===== config.mk =====
export PLATFORM = sky130hd
export DESIGN_NAME = grp_prio_arbiter
export DESIGN_NICKNAME = d
export VERILOG_FILES = /design/src/rtl/prio_arb_pkg.sv /design/src/rtl/prio_field_bank.sv /design/src/rtl/prio_min_select.sv /design/src/rtl/prio_preempt_cmp.sv /design/src/rtl/grp_prio_arbiter.sv
export SDC_FILE = /design/constraint.sdc
export NUM_CORES = 1
export LEC_CHECK = 0
export BUFFER_PORTS_ARGS = -buffer_cell sky130_fd_sc_hd__buf_2
export CORE_MARGIN = 5
export CORE_UTILIZATION = 30
export CTS_CLUSTER_SIZE = 8
export DETAILED_ROUTE_END_ITERATION = 16
export PLACE_DENSITY = 0.52
export SLEW_MARGIN = 20
export SYNTH_ARGS = -nofsm -noshare
export SYNTH_HDL_FRONTEND = slang
export SYNTH_HIERARCHICAL = 1
export SYNTH_SLANG_ARGS = --single-unit
export TNS_END_PERCENT = 5

===== constraint.sdc =====
create_clock -name clk -period 22 [get_ports clk]
set_input_delay 1.1 -clock clk [delete_from_list [all_inputs] [get_ports clk]]
set_output_delay 1.1 -clock clk [all_outputs]
set_load 0.005 [all_outputs]

===== src/rtl/prio_arb_pkg.sv =====
package prio_arb_pkg;

    typedef logic [7:0] prio_t;
    typedef logic [2:0] split_t;

    typedef struct packed {
        logic       hit;
        logic [7:0] idx;
        prio_t      prio;
    } cand_t;

    // Mask of the bits that exist when 'bits' upper bits are implemented
    function automatic prio_t impl_mask(input int bits);
        prio_t m;
        for (int b = 0; b < 8; b++) begin
            m[b] = (b >= 8 - bits);
        end
        return m;
    endfunction

    // Mask of the preemption part for split setting g: bits [7:g+1]
    function automatic prio_t group_mask(input split_t g);
        prio_t m;
        for (int b = 0; b < 8; b++) begin
            m[b] = (b > int'(g));
        end
        return m;
    endfunction

endpackage


===== src/rtl/prio_field_bank.sv =====
module prio_field_bank
    import prio_arb_pkg::*;
#(
    parameter int NUM_LINES = 10,
    parameter int IMPL_BITS = 5,
    parameter int ADDR_W    = 2
) (
    input  logic                          clk,
    input  logic                          rst,
    input  logic                          wr_en,
    input  logic [ADDR_W-1:0]             wr_addr,
    input  logic [31:0]                   wr_data,
    input  logic [ADDR_W-1:0]             rd_addr,
    output logic [31:0]                   rd_data,
    output logic [NUM_LINES-1:0][7:0]     fields
);

    localparam prio_t IMASK = impl_mask(IMPL_BITS);

    always_ff @(posedge clk) begin
        if (rst) begin
            fields <= '0;
        end else if (wr_en) begin
            for (int i = 0; i < NUM_LINES; i++) begin
                if (wr_addr == ADDR_W'(i / 4)) begin
                    fields[i] <= wr_data[8*(i%4) +: 8] & IMASK;
                end
            end
        end
    end

    always_comb begin
        rd_data = '0;
        for (int i = 0; i < NUM_LINES; i++) begin
            if (rd_addr == ADDR_W'(i / 4)) begin
                rd_data[8*(i%4) +: 8] = fields[i];
            end
        end
    end


    unimpl_zero_chk: assert property (@(posedge clk) disable iff (rst)
        (rd_data & ~{4{IMASK}}) == 32'd0);

endmodule


===== src/rtl/prio_min_select.sv =====
module prio_min_select
    import prio_arb_pkg::*;
#(
    parameter int NUM_LINES = 10
) (
    input  logic [NUM_LINES-1:0]          req,
    input  logic [NUM_LINES-1:0][7:0]     fields,
    output cand_t                         best
);

    always_comb begin
        best = '0;
        for (int i = 0; i < NUM_LINES; i++) begin
            if (req[i] && (!best.hit || fields[i] < best.prio)) begin
                best.hit  = 1'b1;
                best.idx  = 8'(i);
                best.prio = fields[i];
            end
        end
    end

endmodule


===== src/rtl/prio_preempt_cmp.sv =====
module prio_preempt_cmp
    import prio_arb_pkg::*;
(
    input  cand_t  cand,
    input  split_t split,
    input  logic   act_valid,
    input  prio_t  act_prio,
    output logic   preempt
);

    prio_t gmask;

    always_comb begin
        gmask = group_mask(split);
        if (!cand.hit) begin
            preempt = 1'b0;
        end else if (!act_valid) begin
            preempt = 1'b1;
        end else begin
            preempt = (cand.prio & gmask) < (act_prio & gmask);
        end
    end

endmodule


===== src/rtl/grp_prio_arbiter.sv =====
module grp_prio_arbiter
    import prio_arb_pkg::*;
#(
    parameter int NUM_LINES = 10,
    parameter int IMPL_BITS = 5,
    parameter int ADDR_W    = ((NUM_LINES + 3) / 4 > 1) ? $clog2((NUM_LINES + 3) / 4) : 1,
    parameter int IDX_W     = (NUM_LINES > 1) ? $clog2(NUM_LINES) : 1
) (
    input  logic                  clk,
    input  logic                  rst,
    input  logic                  prio_wr_en,
    input  logic [ADDR_W-1:0]     prio_wr_addr,
    input  logic [31:0]           prio_wr_data,
    input  logic [ADDR_W-1:0]     prio_rd_addr,
    output logic [31:0]           prio_rd_data,
    input  logic                  ctrl_wr_en,
    input  logic [31:0]           ctrl_wr_data,
    output logic [31:0]           ctrl_rd_data,
    input  logic [NUM_LINES-1:0]  irq_pend,
    input  logic [NUM_LINES-1:0]  irq_en,
    input  logic                  act_valid,
    input  logic [7:0]            act_prio,
    output logic                  win_valid,
    output logic [IDX_W-1:0]      win_idx,
    output logic [7:0]            win_prio,
    output logic                  win_preempt
);

    localparam int SPLIT_LSB = 8;

    logic [NUM_LINES-1:0][7:0] fields;
    logic [NUM_LINES-1:0]      req_vec;
    split_t                    split_q;
    cand_t                     best;
    logic                      preempt_c;

    assign req_vec = irq_pend & irq_en;

    prio_field_bank #(
        .NUM_LINES (NUM_LINES),
        .IMPL_BITS (IMPL_BITS),
        .ADDR_W    (ADDR_W)
    ) u_bank (
        .clk     (clk),
        .rst     (rst),
        .wr_en   (prio_wr_en),
        .wr_addr (prio_wr_addr),
        .wr_data (prio_wr_data),
        .rd_addr (prio_rd_addr),
        .rd_data (prio_rd_data),
        .fields  (fields)
    );

    prio_min_select #(
        .NUM_LINES (NUM_LINES)
    ) u_select (
        .req    (req_vec),
        .fields (fields),
        .best   (best)
    );

    prio_preempt_cmp u_cmp (
        .cand      (best),
        .split     (split_q),
        .act_valid (act_valid),
        .act_prio  (act_prio),
        .preempt   (preempt_c)
    );

    always_ff @(posedge clk) begin
        if (rst) begin
            split_q <= '0;
        end else if (ctrl_wr_en) begin
            split_q <= ctrl_wr_data[SPLIT_LSB +: 3];
        end
    end

    always_comb begin
        ctrl_rd_data = '0;
        ctrl_rd_data[SPLIT_LSB +: 3] = split_q;
    end

    always_ff @(posedge clk) begin
        if (rst) begin
            win_valid   <= 1'b0;
            win_idx     <= '0;
            win_prio    <= '0;
            win_preempt <= 1'b0;
        end else begin
            win_valid   <= best.hit;
            win_idx     <= best.idx[IDX_W-1:0];
            win_prio    <= best.prio;
            win_preempt <= preempt_c;
        end
    end


    preempt_needs_win_chk: assert property (@(posedge clk) disable iff (rst)
        win_preempt |-> win_valid);


    idle_outputs_chk: assert property (@(posedge clk) disable iff (rst)
        !win_valid |-> (win_idx == '0 && win_prio == 8'd0 && !win_preempt));


    win_follows_req_chk: assert property (@(posedge clk) disable iff (rst)
        (!$past(rst) && $past(|req_vec)) |-> win_valid);


    win_idx_range_chk: assert property (@(posedge clk) disable iff (rst)
        win_valid |-> (int'(win_idx) < NUM_LINES));

endmodule


==> impl_metrics.prom, run 1 <==
# TYPE chip_impl_metric gauge
chip_impl_metric{name="tritoncts.num_buffers",unit=""} 9
chip_impl_metric{name="seq_power_share",unit="%"} 26.6
chip_impl_metric{name="critPathRequiredTime",unit="ns"} 22.29
chip_impl_metric{name="core_region_area",unit="um2"} 23260
chip_impl_metric{name="max_slew.worst_pin.slew",unit="ns"} 1.074
chip_impl_metric{name="netSwitchingPower",unit="mW"} 0.1959
chip_impl_metric{name="place_hpwl",unit="mm"} 15.30
chip_impl_metric{name="timing.critical_path.arrival",unit="ns"} 20.49
chip_impl_metric{name="grt_start_max_net_pins",unit=""} 88
chip_impl_metric{name="postLayoutSetupSlackWorst",unit="ns"} 1.801
chip_impl_metric{name="power_frac_comb",unit="%"} 45.9
chip_impl_metric{name="drt_pass1_iterations",unit=""} 5
chip_impl_metric{name="layout-area-overhead-vs-synth",unit="%"} 11.65
chip_impl_metric{name="cts.reportedPaths.clkPinSlew",unit="ns"} 0.05
chip_impl_metric{name="period_minus_slack",unit="ns"} 20.20
chip_impl_metric{name="grt_first_pass_wirelength",unit="mm"} 30.04
chip_impl_metric{name="cts_sinks",unit=""} 67
chip_impl_metric{name="internal_power",unit="mW"} 0.3280
chip_impl_info{name="critical-path-slowest-cell",value="sky130_fd_sc_hd__a211oi_4"} 1
chip_impl_metric{name="worst_hold_margin",unit="ns"} 0.5168
chip_impl_metric{name="wl_per_cell",unit="um"} 15.22
chip_impl_metric{name="gr-total-overflow",unit=""} 0
chip_impl_metric{name="setup_tns",unit="ns"} 0
chip_impl_metric{name="timing.final.crit_share",unit="%"} 91.81
chip_impl_metric{name="final_count_of_pins_violating_max_slew",unit=""} 0
chip_impl_metric{name="clock_power_share",unit="%"} 27.5
chip_impl_metric{name="slowest_delay",unit="ns"} 0.60
chip_impl_metric{name="num_rows",unit=""} 56
chip_impl_metric{name="leakagePower",unit="nW"} 3.667
chip_impl_metric{name="mappedNetlistArea",unit="um2"} 7015
chip_impl_metric{name="critPathMaxFanout",unit=""} 20
chip_impl_metric{name="ios",unit=""} 179
chip_impl_metric{name="cts.repair_timing.setup_buffer_count",unit=""} 0
chip_impl_info{name="timing.critical_path.from",value="irq_pend[0]"} 1
chip_impl_metric{name="max_slew_margin",unit="%"} 28.19
chip_impl_info{name="crit_top_cell",value="sky130_fd_sc_hd__a21oi_1"} 1
chip_impl_info{name="clockRootBuffer",value="sky130_fd_sc_hd__clkbuf_16"} 1
chip_impl_metric{name="post-layout-total-power",unit="mW"} 0.5238
chip_impl_metric{name="die_area",unit="um2"} 26540
chip_impl_metric{name="power_switching_share",unit="%"} 37.39
chip_impl_info{name="worstReg2RegStart",value="u_bank/fields[3]"} 1
chip_impl_metric{name="detail_route.iter0.violations",unit=""} 284
chip_impl_metric{name="post_route_core_utilization",unit="%"} 33.67
chip_impl_metric{name="timing.critical_path.buf_inv",unit=""} 8
chip_impl_metric{name="dr_total_vias",unit=""} 5934
chip_impl_metric{name="placement.setup.worst_slack",unit="ns"} 1.088
chip_impl_metric{name="die-width",unit="um"} 162.9
chip_impl_metric{name="fin_worst_skew",unit="ns"} 0.006043
chip_impl_metric{name="post_drt_via_cell_ratio",unit=""} 4.721
chip_impl_metric{name="remaining_drc_errors",unit=""} 0
chip_impl_metric{name="grt_use_total",unit="%"} 14.11
chip_impl_metric{name="die_height",unit="um"} 162.9
chip_impl_metric{name="timing.max_cap.violations",unit=""} 0
chip_impl_info{name="worst_hold_startpoint",value="u_bank/fields[4]"} 1
chip_impl_metric{name="initial_core_util",unit="%"} 30.16
chip_impl_metric{name="powerDensity",unit="nW/um2"} 66.88
chip_impl_metric{name="number_of_hold_violations_in_the_final_report",unit=""} 0
chip_impl_metric{name="design.final.nets",unit=""} 1100
chip_impl_metric{name="post_route_cells_drive_above_1_share",unit="%"} 17.48
chip_impl_metric{name="netlist_instances",unit=""} 852
chip_impl_info{name="min_path_type",value="reg2reg"} 1
chip_impl_info{name="cts_tree",value="yes"} 1
chip_impl_metric{name="vdd_drop_max",unit="mV"} 0.02857
chip_impl_metric{name="later_pin_clock_latency_in_the_skew_report",unit="ns"} 0.34
chip_impl_metric{name="cts.path.max_buffers",unit=""} 2
chip_impl_metric{name="final_antenna_net_count",unit=""} 0
chip_impl_metric{name="htreeDepth",unit=""} 3
chip_impl_metric{name="antenna_cells_inserted",unit=""} 0
chip_impl_metric{name="yosysWarningCount",unit=""} 6
chip_impl_metric{name="fmax",unit="GHz"} 0.04951
chip_impl_metric{name="totalWireLength",unit="mm"} 19.13
chip_impl_info{name="worst_setup_path_end_kind",value="flip-flop"} 1
chip_impl_metric{name="filler_cell_count",unit=""} 2508
chip_impl_metric{name="first_global_vias",unit=""} 5690
chip_impl_info{name="outcome",value="complete, no violations"} 1
chip_impl_info{name="critical_path_class",value="in2reg"} 1
chip_impl_info{name="grt_setup_unrepaired",value="no"} 1
chip_impl_info{name="worst_path_dominant_cell_family",value="compound AO/OA/AOI/OAI gates"} 1
chip_impl_metric{name="place.gp.congestion",unit=""} 0.8498
chip_impl_metric{name="count_of_input_and_output_buffers",unit=""} 95
chip_impl_metric{name="synthesis.area_per_instance",unit="um2"} 8.234
chip_impl_info{name="critPathLaunchType",value="primary input"} 1
chip_impl_metric{name="antenna_found_initial",unit=""} 0
chip_impl_metric{name="setup_viol_count_final",unit=""} 0
[worst register-to-register path: cells and delay by family, from the launching register on]
family | cells | cell delay (ns)
AND/OR/NAND/NOR | 23 | 3.34
buffers and inverters | 7 | 0.89
multiplexers | 3 | 1.18
AO/OA/AOI/OAI | 47 | 10.66
flip-flops | 1 | 0.38
adder cells (fa/ha/maj) | 10 | 2.91
[area by class of cell]
cell class,count,area (um2),share of cell area (%)
clock buffer,12,246.5,3.147
clock inverter,4,50.05,0.6390
inverter,42,157.7,2.013
multi-input combinational,709,5095,65.05
sequential,67,1341,17.12
tap,319,399.1,5.096
timing repair buffer,104,543.0,6.933
[metal layers]
metal  wire, um  track usage, %
met1       9590           19.88
met2       8417           22.62
met3        932           2.227
met4        186           3.355
met5          0               0
[power by group through the flow]
| stage | Combinational (mW) | Clock (mW) | Sequential [mW] |
|---|---|---|---|
| floorplan | 0.189 | 0 | 0.140 |
| global placement | 0.234 | 0 | 0.142 |
| detailed placement | 0.235 | 0 | 0.142 |
| CTS | 0.237 | 0.149 | 0.140 |
| global route | 0.272 | 0.155 | 0.141 |
| finish | 0.240 | 0.144 | 0.139 |
[sequential cells by signal, indices dropped and copies added (netlist names)]
name           count
u_bank/fields     50
split_q            3
win_valid          1
win_prio           8
win_idx            4
win_preempt        1
[repair_timing]
item	CTS	global route
resized for setup	0	4
setup endpoints to repair	0	1
hold buffers	0	0
[layout by cell type, fill, tap and decap left out, types with 11 or more instances in the layout]
cell / n
sky130_fd_sc_hd__a21o_1: 17
sky130_fd_sc_hd__buf_2: 95
sky130_fd_sc_hd__mux2_2: 12
sky130_fd_sc_hd__nand2b_1: 83
sky130_fd_sc_hd__nor3_1: 15
sky130_fd_sc_hd__o21ai_0: 25
sky130_fd_sc_hd__mux2i_1: 85
sky130_fd_sc_hd__ha_1: 66
sky130_fd_sc_hd__nor2_1: 53
sky130_fd_sc_hd__dfxtp_1: 67
sky130_fd_sc_hd__nand3_1: 11
sky130_fd_sc_hd__conb_1: 71
sky130_fd_sc_hd__nand2_1: 34
sky130_fd_sc_hd__a21oi_1: 52
sky130_fd_sc_hd__and2_1: 24
sky130_fd_sc_hd__inv_1: 42
[per-stage QoR]
| step | instance area (um2) | std cells |
|---|---|---|
| after floorplan | 7274 | 921 |
| after detailed placement | 7527 | 1241 |
| after global routing | 7833 | 1257 |
| after CTS | 7824 | 1257 |
| final | 7833 | 1257 |
| after global placement | 7527 | 1241 |
[path summary, 6_finish.rpt]
| kind | endpoint | slack, ns | cells past startpoint |
|---|---|---|---|
| setup / recovery | win_preempt | 1.80 | 92 |
| hold / removal | u_bank/fields[4] | 0.52 | 2 |
| setup reg to reg | win_preempt | 2.62 | 90 |
| hold reg to reg | u_bank/fields[4] | 0.52 | 2 |
Power figures use the tool's default switching activity.
==> run 2, diff against run 1 <==
--- a/config.mk
+++ b/config.mk
@@ -5,12 +5,13 @@
 export SDC_FILE = /design/constraint.sdc
 export NUM_CORES = 1
 export LEC_CHECK = 0
+export ABC_AREA = 1
 export BUFFER_PORTS_ARGS = -buffer_cell sky130_fd_sc_hd__buf_2
 export CORE_MARGIN = 5
 export CORE_UTILIZATION = 30
 export CTS_CLUSTER_SIZE = 8
 export DETAILED_ROUTE_END_ITERATION = 16
-export PLACE_DENSITY = 0.52
+export PLACE_DENSITY = 0.53
 export SLEW_MARGIN = 20
 export SYNTH_ARGS = -nofsm -noshare
 export SYNTH_HDL_FRONTEND = slang
==> impl_metrics.prom, run 2 <==
# TYPE chip_impl_metric gauge
chip_impl_info{name="outcome",value="complete, no violations"} 1
chip_impl_metric{name="layout-area-overhead-vs-synth",unit="%"} 10.18
chip_impl_metric{name="post_drt_via_cell_ratio",unit=""} 4.281
chip_impl_metric{name="setup_tns",unit="ns"} 0
chip_impl_metric{name="period_minus_slack",unit="ns"} 14.91
chip_impl_metric{name="remaining_drc_errors",unit=""} 0
chip_impl_metric{name="fmax",unit="GHz"} 0.06705
chip_impl_info{name="final_cell_mix",value="330 x sky130_fd_sc_hd__nand2_1, 135 x sky130_fd_sc_hd__inv_1, 130 x sky130_fd_sc_hd__nor2_1"} 1
chip_impl_info{name="biggestRegsByFlops",value="u_bank/fields x50, win_prio x8, win_idx x4"} 1
chip_impl_metric{name="setup_viol_count_final",unit=""} 0
chip_impl_metric{name="max_slew.worst_pin.slew",unit="ns"} 0.9903
chip_impl_metric{name="filler_cell_count",unit=""} 2387
chip_impl_metric{name="ios",unit=""} 179
chip_impl_metric{name="post_route_cells_drive_above_1_share",unit="%"} 12.59
chip_impl_metric{name="timing.final.crit_share",unit="%"} 67.79
chip_impl_metric{name="number_of_hold_violations_in_the_final_report",unit=""} 0
chip_impl_metric{name="multiInputGateArea",unit="um2"} 4065
chip_impl_metric{name="detail_route.iter0.violations",unit=""} 317
chip_impl_metric{name="die_height",unit="um"} 156.1
chip_impl_info{name="cts_tree",value="yes"} 1
chip_impl_metric{name="wl_per_cell",unit="um"} 12.16
chip_impl_info{name="final_common_cell",value="sky130_fd_sc_hd__nand2_1"} 1
chip_impl_metric{name="place.gp.congestion",unit=""} 0.8162
chip_impl_info{name="worst_path_dominant_cell_family",value="simple AND/OR/NAND/NOR gates"} 1
chip_impl_metric{name="powerDensity",unit="nW/um2"} 62.31
chip_impl_metric{name="cts_sinks",unit=""} 67
chip_impl_metric{name="final_count_of_pins_violating_max_slew",unit=""} 0
chip_impl_info{name="clockRootBuffer",value="sky130_fd_sc_hd__clkbuf_16"} 1
chip_impl_metric{name="timing.max_cap.violations",unit=""} 0
chip_impl_metric{name="drt_pass1_iterations",unit=""} 5
chip_impl_metric{name="core_region_area",unit="um2"} 21020
chip_impl_info{name="critPathLaunchType",value="primary input"} 1
chip_impl_metric{name="leakagePower",unit="nW"} 4.066
chip_impl_metric{name="grt_first_pass_wirelength",unit="mm"} 27.48
chip_impl_metric{name="worst_hold_margin",unit="ns"} 0.5140
chip_impl_metric{name="cts.reportedPaths.clkPinSlew",unit="ns"} 0.06
chip_impl_info{name="worst_setup_path_end_kind",value="flip-flop"} 1
chip_impl_metric{name="final_antenna_net_count",unit=""} 0
chip_impl_metric{name="timing.critical_path.arrival",unit="ns"} 15.18
chip_impl_info{name="crit_top_cell",value="sky130_fd_sc_hd__nand2_1"} 1
chip_impl_info{name="top_layer",value="met4"} 1
chip_impl_info{name="grt_setup_unrepaired",value="no"} 1
chip_impl_metric{name="synthesis.area_per_instance",unit="um2"} 6.027
chip_impl_metric{name="die-width",unit="um"} 156.1
chip_impl_metric{name="die_area",unit="um2"} 24360
chip_impl_metric{name="regArea",unit="um2"} 1341
chip_impl_metric{name="met2RoutedLength",unit="mm"} 7.987
chip_impl_info{name="critical-path-slowest-cell",value="sky130_fd_sc_hd__o21ai_0"} 1
chip_impl_metric{name="htreeDepth",unit=""} 3
chip_impl_metric{name="cts.path.max_buffers",unit=""} 2
chip_impl_metric{name="antenna_cells_inserted",unit=""} 0
chip_impl_metric{name="mappedNetlistArea",unit="um2"} 6401
chip_impl_metric{name="count_of_input_and_output_buffers",unit=""} 95
chip_impl_metric{name="timing.critical_path.buf_inv",unit=""} 8
chip_impl_metric{name="yosysWarningCount",unit=""} 6
chip_impl_info{name="critical_path_class",value="in2reg"} 1
chip_impl_metric{name="antenna_found_initial",unit=""} 0
chip_impl_metric{name="dr_total_vias",unit=""} 6040
chip_impl_metric{name="design.final.nets",unit=""} 1298
chip_impl_info{name="min_path_type",value="reg2reg"} 1
chip_impl_metric{name="vdd_drop_max",unit="mV"} 0.03995
chip_impl_metric{name="num_rows",unit=""} 53
chip_impl_metric{name="slowest_delay",unit="ns"} 0.42
chip_impl_metric{name="met3_wirelength",unit="um"} 839
chip_impl_metric{name="netlist_instances",unit=""} 1062
chip_impl_metric{name="first_global_vias",unit=""} 5490
chip_impl_metric{name="critPathMaxFanout",unit=""} 19
chip_impl_metric{name="largest_reg_flops",unit=""} 50
chip_impl_metric{name="grt_use_total",unit="%"} 13.93
chip_impl_metric{name="max_slew_margin",unit="%"} 33.91
chip_impl_metric{name="fin_worst_skew",unit="ns"} 0.009249
chip_impl_metric{name="tritoncts.num_buffers",unit=""} 9
chip_impl_metric{name="initial_core_util",unit="%"} 30.45
chip_impl_metric{name="totalWireLength",unit="mm"} 17.15
chip_impl_metric{name="grt_start_max_net_pins",unit=""} 51
chip_impl_metric{name="cts.repair_timing.setup_buffer_count",unit=""} 0
chip_impl_metric{name="critPathRequiredTime",unit="ns"} 22.27
chip_impl_metric{name="cts.hold.buffers_added",unit=""} 0
chip_impl_metric{name="later_pin_clock_latency_in_the_skew_report",unit="ns"} 0.33
chip_impl_info{name="top_register",value="u_bank/fields"} 1
chip_impl_metric{name="gr-total-overflow",unit=""} 0
chip_impl_metric{name="place_hpwl",unit="mm"} 13.42
chip_impl_metric{name="routed_met1_length",unit="mm"} 8.123
chip_impl_metric{name="cts_resized",unit=""} 0
## run 2: through the flow
stage,setup WS [ns],std cells,total power [mW],utilization (%),cell area [um2]
2_1_floorplan,9.144,1131,0.2631,-,6660
3_3_place_gp,6.592,1395,0.2908,32.10,6748
3_5_place_dp,6.618,1395,0.2923,32.10,6748
4_1_cts,6.934,1411,0.4445,33.55,7053
5_1_grt,5.495,1411,0.4777,33.55,7053
6_report,7.087,1411,0.4394,33.55,7053
## run 2: worst paths after layout
path,end,from,slack (ns),cells after the start
setup / recovery,win_preempt,irq_pend[0],7.09,96
hold / removal,u_bank/fields[7],u_bank/fields[7],0.51,2
setup reg to reg,win_preempt,u_bank/fields[3],8.02,93
hold reg to reg,u_bank/fields[7],u_bank/fields[7],0.51,2
## run 2: cell type report
type	instances	area share, %
tap	275	4.878
inverter	137	7.291
clock buffer	12	3.637
timing repair buffer	96	6.848
multi-input combinational	820	57.64
clock inverter	4	0.6919
sequential	67	19.02
## run 2: routing by layer
layer	up-vias	GRT usage, %
met5	-	0
met4	0	3.001
met3	12	2.691
met2	123	23.30
met1	2595	18.66
li1	3310	-
## run 2: power by group
group          total, mW  switching, mW  internal (mW)
registers          0.138        0.00758          0.130
logic              0.152         0.0953         0.0567
clock network      0.150         0.0559         0.0938
## run 2: worst register-to-register path, delay by kind of cell, from the launching register on
kind	cells	cell delay, ns
AND/OR/NAND/NOR	55	5.38
AO/OA/AOI/OAI	22	4.87
adder cells (fa/ha/maj)	10	3.04
flip-flops	1	0.36
buffers and inverters	6	0.24
==> run 3, diff against run 2 <==
--- a/config.mk
+++ b/config.mk
@@ -11,7 +11,7 @@
 export CORE_UTILIZATION = 30
 export CTS_CLUSTER_SIZE = 8
 export DETAILED_ROUTE_END_ITERATION = 16
-export PLACE_DENSITY = 0.53
+export PLACE_DENSITY = 0.55
 export SLEW_MARGIN = 20
 export SYNTH_ARGS = -nofsm -noshare
 export SYNTH_HDL_FRONTEND = slang
==> constraint.sdc (replaced) <==
create_clock -name clk -period 13 [get_ports clk]
set_input_delay 0.65 -clock clk [delete_from_list [all_inputs] [get_ports clk]]
set_output_delay 0.65 -clock clk [all_outputs]
set_load 0.005 [all_outputs]
==> impl_metrics.prom, run 3 (synthesis results as in run 2) <==
# TYPE chip_impl_metric gauge
chip_impl_metric{name="dpl_cell_area",unit="um2"} 7408
chip_impl_metric{name="leakagePower",unit="nW"} 4.557
chip_impl_metric{name="dr_total_vias",unit=""} 6518
chip_impl_metric{name="place_hpwl",unit="mm"} 14.26
chip_impl_metric{name="fin_worst_skew",unit="ns"} 0.009412
chip_impl_info{name="min_to",value="u_bank/fields[7]"} 1
chip_impl_info{name="top_register",value="u_bank/fields"} 1
chip_impl_info{name="regToRegEndpoint",value="win_preempt"} 1
chip_impl_metric{name="drt_pass1_iterations",unit=""} 5
chip_impl_metric{name="wl_per_cell",unit="um"} 12.17
chip_impl_metric{name="design.final.nets",unit=""} 1400
chip_impl_metric{name="hold_path_stages",unit=""} 2
chip_impl_metric{name="slowest_delay",unit="ns"} 0.33
chip_impl_metric{name="largest_reg_flops",unit=""} 50
chip_impl_metric{name="layout.cells.non_filler",unit=""} 1513
chip_impl_metric{name="critPathRequiredTime",unit="ns"} 13.27
chip_impl_metric{name="worst_hold_margin",unit="ns"} 0.5137
chip_impl_info{name="min_path_type",value="reg2reg"} 1
chip_impl_metric{name="first_global_vias",unit=""} 5773
chip_impl_metric{name="postLayoutSetupSlackWorst",unit="ns"} 0.9135
chip_impl_metric{name="grt_use_total",unit="%"} 14.53
chip_impl_info{name="worst_hold_startpoint",value="u_bank/fields[7]"} 1
chip_impl_metric{name="place.gp.congestion",unit=""} 0.7984
chip_impl_metric{name="number_of_hold_violations_in_the_final_report",unit=""} 0
chip_impl_info{name="outcome",value="complete, no violations"} 1
chip_impl_metric{name="cts.path.max_buffers",unit=""} 2
chip_impl_metric{name="later_pin_clock_latency_in_the_skew_report",unit="ns"} 0.34
chip_impl_info{name="critical-path-slowest-cell",value="sky130_fd_sc_hd__ha_1"} 1
chip_impl_info{name="critical_path_class",value="in2reg"} 1
chip_impl_metric{name="placed_cells_incl_taps",unit=""} 1483
chip_impl_info{name="clockRootBuffer",value="sky130_fd_sc_hd__clkbuf_16"} 1
chip_impl_metric{name="totalWireLength",unit="mm"} 18.41
chip_impl_info{name="worst_setup_path_end_kind",value="flip-flop"} 1
chip_impl_metric{name="r2r_cells",unit=""} 101
chip_impl_info{name="biggestRegsByFlops",value="u_bank/fields x50, win_prio x8, win_idx x4"} 1
chip_impl_info{name="cts_tree",value="yes"} 1
chip_impl_metric{name="powerDensity",unit="nW/um2"} 101.2
chip_impl_metric{name="final_antenna_net_count",unit=""} 0
chip_impl_info{name="crit_top_cell",value="sky130_fd_sc_hd__nand2_1"} 1
chip_impl_metric{name="post_drt_via_cell_ratio",unit=""} 4.308
chip_impl_metric{name="ios",unit=""} 179
chip_impl_metric{name="initial_core_util",unit="%"} 30.45
chip_impl_info{name="worstReg2RegStart",value="u_bank/fields[5]"} 1
chip_impl_info{name="final_cell_mix",value="327 x sky130_fd_sc_hd__nand2_1, 135 x sky130_fd_sc_hd__inv_1, 130 x sky130_fd_sc_hd__nor2_1"} 1
chip_impl_metric{name="fmax",unit="GHz"} 0.08274
chip_impl_metric{name="max_slew.worst_pin.slew",unit="ns"} 0.9653
chip_impl_metric{name="core_region_area",unit="um2"} 21020
chip_impl_metric{name="grt_first_pass_wirelength",unit="mm"} 28.52
chip_impl_metric{name="setup_viol_count_final",unit=""} 0
chip_impl_metric{name="num_rows",unit=""} 53
chip_impl_metric{name="max_slew_margin",unit="%"} 35.58
chip_impl_metric{name="post_route_core_utilization",unit="%"} 38.25
chip_impl_metric{name="tritoncts.num_buffers",unit=""} 9
chip_impl_metric{name="post-layout-total-power",unit="mW"} 0.8139
chip_impl_metric{name="antenna_cells_inserted",unit=""} 0
chip_impl_metric{name="filler_cell_count",unit=""} 2316
chip_impl_info{name="timing.critical_path.from",value="irq_pend[0]"} 1
chip_impl_info{name="final_common_cell",value="sky130_fd_sc_hd__nand2_1"} 1
chip_impl_metric{name="die_area",unit="um2"} 24360
chip_impl_info{name="grt_setup_unrepaired",value="yes"} 1
chip_impl_metric{name="cts.reportedPaths.clkPinSlew",unit="ns"} 0.06
chip_impl_metric{name="htreeDepth",unit=""} 3
chip_impl_metric{name="period_minus_slack",unit="ns"} 12.09
chip_impl_metric{name="antenna_found_initial",unit=""} 0
chip_impl_metric{name="grt_start_max_net_pins",unit=""} 51
chip_impl_metric{name="cts_sinks",unit=""} 67
chip_impl_metric{name="die-width",unit="um"} 156.1
chip_impl_metric{name="vdd_drop_max",unit="mV"} 0.06430
chip_impl_metric{name="die_height",unit="um"} 156.1
chip_impl_metric{name="count_of_input_and_output_buffers",unit=""} 95
chip_impl_info{name="critPathLaunchType",value="primary input"} 1
chip_impl_metric{name="timing.final.crit_share",unit="%"} 92.97
chip_impl_metric{name="remaining_drc_errors",unit=""} 0
chip_impl_metric{name="final_count_of_pins_violating_max_slew",unit=""} 0
chip_impl_metric{name="rrSetupSlack",unit="ns"} 1.15
chip_impl_metric{name="gr-total-overflow",unit=""} 0
chip_impl_metric{name="post_route_cells_drive_above_1_share",unit="%"} 22.70
chip_impl_metric{name="timing.critical_path.arrival",unit="ns"} 12.36
chip_impl_metric{name="setup_tns",unit="ns"} 0
chip_impl_metric{name="placement.setup.worst_slack",unit="ns"} -0.7437
chip_impl_metric{name="detail_route.iter0.violations",unit=""} 235
chip_impl_metric{name="critPathMaxFanout",unit=""} 10
chip_impl_metric{name="design_area",unit="um2"} 8041
chip_impl_metric{name="layout-area-overhead-vs-synth",unit="%"} 25.63
chip_impl_metric{name="timing.max_cap.violations",unit=""} 0
[run 3: layout make-up]
cell class / instances / area (um2) / area share, %
multi-input combinational: 824 / 4327 / 53.80
sequential: 67 / 1341 / 16.68
timing repair buffer: 194 / 1250 / 15.54
inverter: 137 / 516.7 / 6.426
tap: 275 / 344.1 / 4.279
clock buffer: 11 / 232.7 / 2.894
clock inverter: 5 / 30.03 / 0.3734
[run 3: where the power goes]
part	total, mW	internal, mW	switching (mW)
sequential	0.234	0.220	0.0135
combinational	0.357	0.168	0.188
clock	0.223	0.128	0.0953
[run 3: layer usage]
| layer | share of wire (%) | vias to the layer above | track usage [%] |
|---|---|---|---|
| li1 | - | 3528 | - |
| met1 | 46 | 2843 | 19.03 |
| met2 | 48 | 130 | 24.68 |
| met3 | 4.2 | 17 | 2.302 |
| met4 | 1.7 | 0 | 4.168 |
| met5 | 0 | - | 0 |
[run 3: how the worst max path moves through the flow]
stage | end | slack (ns) | cells past startpoint
floorplan | win_preempt | 0.59 | 95
global placement | win_preempt | -0.66 | 101
detailed placement | win_preempt | -0.74 | 99
CTS | win_preempt | 0.02 | 108
global route | win_preempt | -0.18 | 114
finish | win_preempt | 0.91 | 105
[run 3: timing repair]
item | in CTS | in global routing
cloned | 0 | 6
hold buffers | 0 | 0
setup buffers | 0 | 8
gates resized for setup | 9 | 89
setup endpoints to repair | 1 | 13
endpoints found under the hold margin | 0 | 0
pin swaps | 0 | 29
[run 3: worst max-delay path, delay by kind of cell]
kind,cells,cell delay (ns)
AOI/OAI and AO/OA,18,2.28
and+or+nand+nor,62,4.96
buffers and inverters,15,1.61
adders and majority gates,10,2.82
